**src/rtl/gf2_pkg.sv**
```systemverilog
package gf2_pkg;
  // Default operand width of the CRC-16 flavour of the unit.
  localparam int unsigned CRC_W = 16;
  // Generator polynomial without its implicit x^16 term.
  localparam logic [CRC_W-1:0] CRC16_POLY_LOW = 16'h1021;
  // floor(x^(2*CRC_W-1) / P) over GF(2), used for the quotient estimate.
  localparam logic [CRC_W-1:0] CRC16_RECIP = 16'h8898;
endpackage

```
**src/rtl/gf2_xor_tree.sv**
```systemverilog
// Balanced tree of two-input XOR gates over N leaves (heap-ordered nodes).
module gf2_xor_tree #(
  parameter int unsigned N = 16
) (
  input  logic [N-1:0] leaf_i,
  output logic         sum_o
);
  localparam int unsigned LVL = (N > 1) ? $clog2(N) : 0;
  localparam int unsigned NP  = 1 << LVL;

  logic [2*NP-1:1] node;

  for (genvar i = 0; i < NP; i++) begin : g_leaf
    if (i < N) begin : g_real
      assign node[NP+i] = leaf_i[i];
    end else begin : g_pad
      assign node[NP+i] = 1'b0;
    end
  end

  for (genvar n = 1; n < NP; n++) begin : g_node
    assign node[n] = node[2*n] ^ node[2*n+1];
  end

  assign sum_o = node[1];
endmodule

```
**src/rtl/gf2_clmul.sv**
```systemverilog
// Carryless multiplier: output bit k is the XOR of a[i]&b[j] over i+j=k.
// Only the low OUT_W bits of the product are built.
module gf2_clmul #(
  parameter int unsigned AW    = 16,
  parameter int unsigned BW    = 16,
  parameter int unsigned OUT_W = AW + BW - 1
) (
  input  logic [AW-1:0]    a_i,
  input  logic [BW-1:0]    b_i,
  output logic [OUT_W-1:0] p_o
);
  for (genvar k = 0; k < OUT_W; k++) begin : g_col
    localparam int LO  = (k > BW - 1) ? k - BW + 1 : 0;
    localparam int HI  = (k < AW - 1) ? k : AW - 1;
    localparam int CNT = HI - LO + 1;

    logic [CNT-1:0] terms;
    for (genvar t = 0; t < CNT; t++) begin : g_term
      assign terms[t] = a_i[LO+t] & b_i[k-LO-t];
    end

    gf2_xor_tree #(.N(CNT)) u_tree (
      .leaf_i (terms),
      .sum_o  (p_o[k])
    );
  end
endmodule

```
**src/rtl/gf2_barrett_reduce.sv**
```systemverilog
// Reduces a (2W-1)-bit GF(2) product modulo x^W + POLY_LOW using a
// precomputed reciprocal instead of long division.
module gf2_barrett_reduce #(
  parameter int unsigned   W        = 16,
  parameter logic [W-1:0]  POLY_LOW = 16'h1021,
  parameter logic [W-1:0]  RECIP    = 16'h8898
) (
  input  logic [2*W-2:0] prod_i,
  output logic [W-1:0]   rem_o
);
  localparam int unsigned HW  = W - 1;       // width of the upper part
  localparam int unsigned QPW = HW + W - 1;  // width of upper * reciprocal

  logic [HW-1:0]  upper;
  logic [W-1:0]   lower;
  logic [QPW-1:0] qprod;
  logic [HW-1:0]  quot;
  logic [HW-1:0]  qprod_unused_lo;
  logic [W-1:0]   fold;

  assign upper = prod_i[2*W-2:W];
  assign lower = prod_i[W-1:0];

  // quotient estimate: (upper * RECIP) >> (W-1)
  gf2_clmul #(.AW(HW), .BW(W), .OUT_W(QPW)) u_qmul (
    .a_i (upper),
    .b_i (RECIP),
    .p_o (qprod)
  );
  assign {quot, qprod_unused_lo} = qprod;

  // low W bits of quot * P; the x^W term of P cannot reach them
  gf2_clmul #(.AW(HW), .BW(W), .OUT_W(W)) u_pmul (
    .a_i (quot),
    .b_i (POLY_LOW),
    .p_o (fold)
  );

  assign rem_o = lower ^ fold;
endmodule

```
**src/rtl/gf2_mulmod.sv**
```systemverilog
module gf2_mulmod
  import gf2_pkg::*;
#(
  parameter int unsigned  W            = CRC_W,
  parameter logic [W-1:0] POLY_LOW     = CRC16_POLY_LOW,
  parameter logic [W-1:0] RECIP        = CRC16_RECIP,
  parameter bit           PIPE_PRODUCT = 1'b1
) (
  input  logic         clk,
  input  logic         rst_n,
  input  logic         in_valid,
  input  logic [W-1:0] op_a,
  input  logic [W-1:0] op_b,
  output logic         out_valid,
  output logic [W-1:0] result
);
  localparam int unsigned PW = 2*W - 1;

  // ---------------- reset release synchroniser ----------------
  logic rst_meta_q, rst_sync_n;
  always_ff @(posedge clk or negedge rst_n) begin
    if (!rst_n) begin
      rst_meta_q <= 1'b0;
      rst_sync_n <= 1'b0;
    end else begin
      rst_meta_q <= 1'b1;
      rst_sync_n <= rst_meta_q;
    end
  end

  // ---------------- carryless product ----------------
  logic [PW-1:0] prod_c;
  gf2_clmul #(.AW(W), .BW(W), .OUT_W(PW)) u_mul (
    .a_i (op_a),
    .b_i (op_b),
    .p_o (prod_c)
  );

  logic          red_vld;
  logic [PW-1:0] red_prod;

  if (PIPE_PRODUCT) begin : g_pipe
    logic          s1_vld_q, s1_vld_d;
    logic [PW-1:0] s1_prod_q, s1_prod_d;
    logic          s1_en;

    assign s1_en = in_valid;

    always_comb begin
      s1_vld_d  = in_valid;
      s1_prod_d = s1_en ? prod_c : s1_prod_q;
    end

    always_ff @(posedge clk or negedge rst_sync_n) begin
      if (!rst_sync_n) begin
        s1_vld_q  <= 1'b0;
        s1_prod_q <= '0;
      end else begin
        s1_vld_q  <= s1_vld_d;
        s1_prod_q <= s1_prod_d;
      end
    end

    assign red_vld  = s1_vld_q;
    assign red_prod = s1_prod_q;
  end else begin : g_direct
    assign red_vld  = in_valid;
    assign red_prod = prod_c;
  end

  // ---------------- reduction ----------------
  logic [W-1:0] rem_c;
  gf2_barrett_reduce #(.W(W), .POLY_LOW(POLY_LOW), .RECIP(RECIP)) u_red (
    .prod_i (red_prod),
    .rem_o  (rem_c)
  );

  // ---------------- output register ----------------
  logic         out_vld_q, out_vld_d;
  logic [W-1:0] res_q, res_d;
  logic         res_en;

  assign res_en = red_vld;

  always_comb begin
    out_vld_d = red_vld;
    res_d     = res_en ? rem_c : res_q;
  end

  always_ff @(posedge clk or negedge rst_sync_n) begin
    if (!rst_sync_n) begin
      out_vld_q <= 1'b0;
      res_q     <= '0;
    end else begin
      out_vld_q <= out_vld_d;
      res_q     <= res_d;
    end
  end

  assign out_valid = out_vld_q;
  assign result    = res_q;

  // ---------------- assertions ----------------
  // cycles since reset release, saturating; keeps $past inside history
  logic [1:0] age_q;
  always_ff @(posedge clk or negedge rst_sync_n) begin
    if (!rst_sync_n) age_q <= 2'd0;
    else if (age_q != 2'd3) age_q <= age_q + 2'd1;
  end

  assert_hold_R7: assert property (@(posedge clk) disable iff (!rst_sync_n)
    (age_q != 2'd0 && !out_valid) |-> $stable(result));

  if (PIPE_PRODUCT) begin : g_chk2
    assert_valid_delay_R5: assert property (@(posedge clk) disable iff (!rst_sync_n)
      (age_q >= 2'd2) |-> (out_valid == $past(in_valid, 2)));
    assert_zero_operand_R6: assert property (@(posedge clk) disable iff (!rst_sync_n)
      (age_q >= 2'd2 && out_valid && ($past(op_a, 2) == '0 || $past(op_b, 2) == '0))
      |-> (result == '0));
    assert_identity_R9: assert property (@(posedge clk) disable iff (!rst_sync_n)
      (age_q >= 2'd2 && out_valid && $past(op_a, 2) == W'(1))
      |-> (result == $past(op_b, 2)));
  end else begin : g_chk1
    assert_valid_delay_R5: assert property (@(posedge clk) disable iff (!rst_sync_n)
      (age_q >= 2'd1) |-> (out_valid == $past(in_valid)));
    assert_zero_operand_R6: assert property (@(posedge clk) disable iff (!rst_sync_n)
      (age_q >= 2'd1 && out_valid && ($past(op_a) == '0 || $past(op_b) == '0))
      |-> (result == '0));
    assert_identity_R9: assert property (@(posedge clk) disable iff (!rst_sync_n)
      (age_q >= 2'd1 && out_valid && $past(op_a) == W'(1))
      |-> (result == $past(op_b)));
  end
endmodule

```
**config.mk**
```make
export PLATFORM = sky130hd
export DESIGN_NAME = gf2_mulmod
export DESIGN_NICKNAME = d
export VERILOG_FILES = /design/src/rtl/gf2_pkg.sv /design/src/rtl/gf2_xor_tree.sv /design/src/rtl/gf2_clmul.sv /design/src/rtl/gf2_barrett_reduce.sv /design/src/rtl/gf2_mulmod.sv
export SDC_FILE = /design/constraint.sdc
export NUM_CORES = 1
export LEC_CHECK = 0
export BUFFER_PORTS_ARGS = -buffer_cell sky130_fd_sc_hd__buf_4
export CAP_MARGIN = 20
export CORE_MARGIN = 5
export CORE_UTILIZATION = 40
export CTS_BUF_LIST = sky130_fd_sc_hd__clkbuf_8
export DETAILED_ROUTE_END_ITERATION = 8
export HOLD_SLACK_MARGIN = 0.15
export PLACE_DENSITY = 0.69
export SETUP_SLACK_MARGIN = 0.15
export SYNTH_ARGS = -nofsm -noshare
export SYNTH_HDL_FRONTEND = slang
export SYNTH_SLANG_ARGS = --single-unit
```
**constraint.sdc**
```tcl
create_clock -name clk -period 2.1 [get_ports clk]
set_input_delay 0.42 -clock clk [delete_from_list [all_inputs] [get_ports clk]]
set_output_delay 0.42 -clock clk [all_outputs]
set_load 0.05 [all_outputs]
```
==> impl_results.md <==
* Largest stage delay on the critical path at 470 ps
* Die height at ~130 um
* IO buf count at between 50 and 60
* Number of antenna cells inserted at 0
* Total standard cell area after synthesis at ~5500 um^2
* Number of nets in the finished design at 748
* CP max FO at 4
* Clock tree from TritonCTS: done
* Outcome: completed
* Number of H-tree levels at 2
* Number of hold buffers added after cts at 1
* Most repeated library cell on the critical path: sky130_fd_sc_hd__xnor2_2
* Remaining number of nets flagged by the antenna check after routing at 0
* Number of failing setup endpoints in the final timing report at 0
* I/O pins at 52
* Initial DRC count at 421
* Warnings from Yosys at 0
* Antenna violations before repair at 0
* Area of the die at 16,300 um^2
* Fraction of layout cells with a size suffix above 1 at 13.0%
* DRC violations left at 0
* Standard cell with the maximum stage delay on the critical path: sky130_fd_sc_hd__dfrtp_1
* Total of cells resized after clock tree synthesis at 0
* Path type of the worst min-delay path: flip-flop to async pin
* Classification of the worst setup path: flip-flop to flip-flop
* Final weighted congestion in routability-driven placement at 0.843
* Largest area contributor in the synthesized netlist: sky130_fd_sc_hd__xnor2_1
* Maximum ir drop on the vdd rail at 456 uV
* Sum of routed wire length over all layers at ~14,000 um
* Unrepaired setup endpoints after global routing: false
* CTS max path bufs at 2
* Max-slew violation count at 0
* Post-Place Cell Area at 5820 um^2
* CTS buffer count at 5
* Post-CTS setup buffer count at 0
* Leakage Power at 2.37 nW
* Library cell used as clock root buffer: sky130_fd_sc_hd__clkbuf_8
* Total via count in the routed design at 4,376
* Post-Route Skew at 4.12 ps
* Vias per cell at 4.89
* Pre-Repair DR Iteration Count at 5
* Max Cap Violations at 0
* Unique cell type count in the Yosys netlist at 17
* Count of state elements after synthesis at 51
* Core footprint at ~14,000 um^2
* Clk slew on worst S/H paths at 90 ps
* Post-route clock period utilization at between 70% and 80%
* Number of nets in the synthesized netlist at 758
* Placed wire-length estimate at 9170 um
* Worst-Skew Late Latency at 300 ps
* Commonest non-fill, non-tap cell in the layout: sky130_fd_sc_hd__nand2_1
* Data required time of the critical path at 2290 ps
* Overflow left after global routing at 0
* Register area share after synthesis at between 20% and 30%
* Post-Route Setup TNS at 0 ps
* Largest cells by area after synthesis: sky130_fd_sc_hd__xnor2_1, sky130_fd_sc_hd__dfrtp_1, sky130_fd_sc_hd__nand2_1, sky130_fd_sc_hd__xor2_1, sky130_fd_sc_hd__buf_2
* Worst Max-Slew Pin Slew at 570 ps
* Placement row count at 43
* Data arrival time at the worst-slack endpoint at approximately 1800 ps
* Vias in the first global route at 4,355
* Signed area change from the synthesized netlist to the final layout at 7.74%
* Proportion of netlist area held by the largest area contributor at between 30% and 40%
* Wire length of the first global-routing pass at 22,800 um
* Top cell family by delay on the critical path: XOR/XNOR gates
* Startpoint class of the critical path: flip-flop
* Routed wire per std cell at 15.4 um
* Die W at 128 um
* Maximum number of pins on one net before global-route repair at 50
* Worst slew slack as a fraction of its limit at 62.0%
* Element type at the critical path end: flip-flop
* Initial core utilization at 40.3%
* Minimum clock period at 1640 ps
* Leading cell types in the layout, fill and taps excluded: sky130_fd_sc_hd__nand2_1, sky130_fd_sc_hd__xnor2_1, sky130_fd_sc_hd__xor2_1
* Worst path buffer plus inverter count at 0
* Ordered cell list for the critical path: xor2_2 -> xnor2_2 -> xnor2_2 -> xnor2_1 -> mux2_4
* Total global routing track utilization at 17.2%
* # clock sinks at 51
* Hold violation total from the final report at 0
* Summed area of non-filler cells in the final layout at 5960 um^2
* Per-instance average area after synthesis at 7.65 um^2
* FMAX at a little over 600 MHz
* Power per cell area at 1110 nW/um^2
* Synthesized netlist cell count at ~720
* FILL cells at 1,374
[registers in the layout, summed over array words and instances, names as in the netlist]
name and count:
g_pipe.s1_vld_q 1, rst_sync_n 1, rst_meta_q 1, g_pipe.s1_prod_q 31
result 16, out_valid 1
[worst register-to-register path, cell delays in order (launching register included)]
cell                      delay [ps]
sky130_fd_sc_hd__dfrtp_1         470
sky130_fd_sc_hd__xor2_2          230
sky130_fd_sc_hd__xnor2_2         280
sky130_fd_sc_hd__xnor2_2         180
sky130_fd_sc_hd__xnor2_1         110
sky130_fd_sc_hd__mux2_4          260
[where the power goes]
part	switching (mW)	internal, mW
logic	2.15	1.93
clock network	0.328	0.472
registers	0.337	1.38
total	2.82	3.78
[layer usage]
layer  up-vias  share of wire, %  GRT usage, %
met4         0              0.86          4.37
met2       170                45          27.2
met1      2063                47          25.2
met3        16               7.4          1.84
met5         -                 0             0
li1       2127                 -             -
[cell usage after synthesis]
library cell,instances
sky130_fd_sc_hd__nand3_1,2
sky130_fd_sc_hd__inv_1,2
sky130_fd_sc_hd__buf_2,59
sky130_fd_sc_hd__nor2_1,22
sky130_fd_sc_hd__o21ai_0,2
sky130_fd_sc_hd__nand2_1,254
sky130_fd_sc_hd__xnor2_2,6
sky130_fd_sc_hd__mux2_2,21
sky130_fd_sc_hd__conb_1,1
sky130_fd_sc_hd__xnor2_1,207
sky130_fd_sc_hd__a21oi_1,22
sky130_fd_sc_hd__dfrtp_1,51
sky130_fd_sc_hd__xor2_1,57
sky130_fd_sc_hd__clkbuf_1,9
sky130_fd_sc_hd__mux2_4,2
sky130_fd_sc_hd__buf_4,3
sky130_fd_sc_hd__xor2_2,3
[cells by family after synthesis]
kind of cell    synth area share [%]
simple gates                    18.9
xor+xnor                        44.5
buf+inv                         6.49
flops                           23.1
compound gates                  2.17
mux                             4.82
other cells                   0.0678
[final timing paths]
check                                           from                   to  slack [ps]  cells after the start
worst max-delay path            g_pipe.s1_prod_q[25]            result[6]         460                      5
worst min-delay path                      rst_sync_n            result[3]         270                      0
worst max register to register  g_pipe.s1_prod_q[25]            result[6]         460                      5
worst min register to register            rst_sync_n            result[3]         270                      0
max in group asynchronous                 rst_sync_n  g_pipe.s1_prod_q[5]        1290                      1
min in group clk                          rst_meta_q           rst_sync_n         360                      0
[metrics by stage]
step	total power, mW	hold slack [ps]	cells	setup WS [ps]	utilization [%]
final	6.60	269	894	456	43.4
after global routing	7.08	324	894	374	43.4
after CTS	6.65	293	894	434	43.4
after detailed placement	5.83	204	885	292	42.4
after global placement	5.77	205	885	336	42.4
after floorplan	4.97	124	723	423	-
[final cells by class]
class | count | area [um^2] | area share (%)
clock buffers | 5 | 68.8 | 1.15
clock inverters | 3 | 63.8 | 1.07
inverters | 2 | 7.51 | 0.126
multi-input cells | 599 | 3890 | 65.4
flip-flops and latches | 51 | 1280 | 21.4
well taps | 180 | 225 | 3.78
repair buffers | 54 | 420 | 7.06
Power figures use the tool's default switching activity.
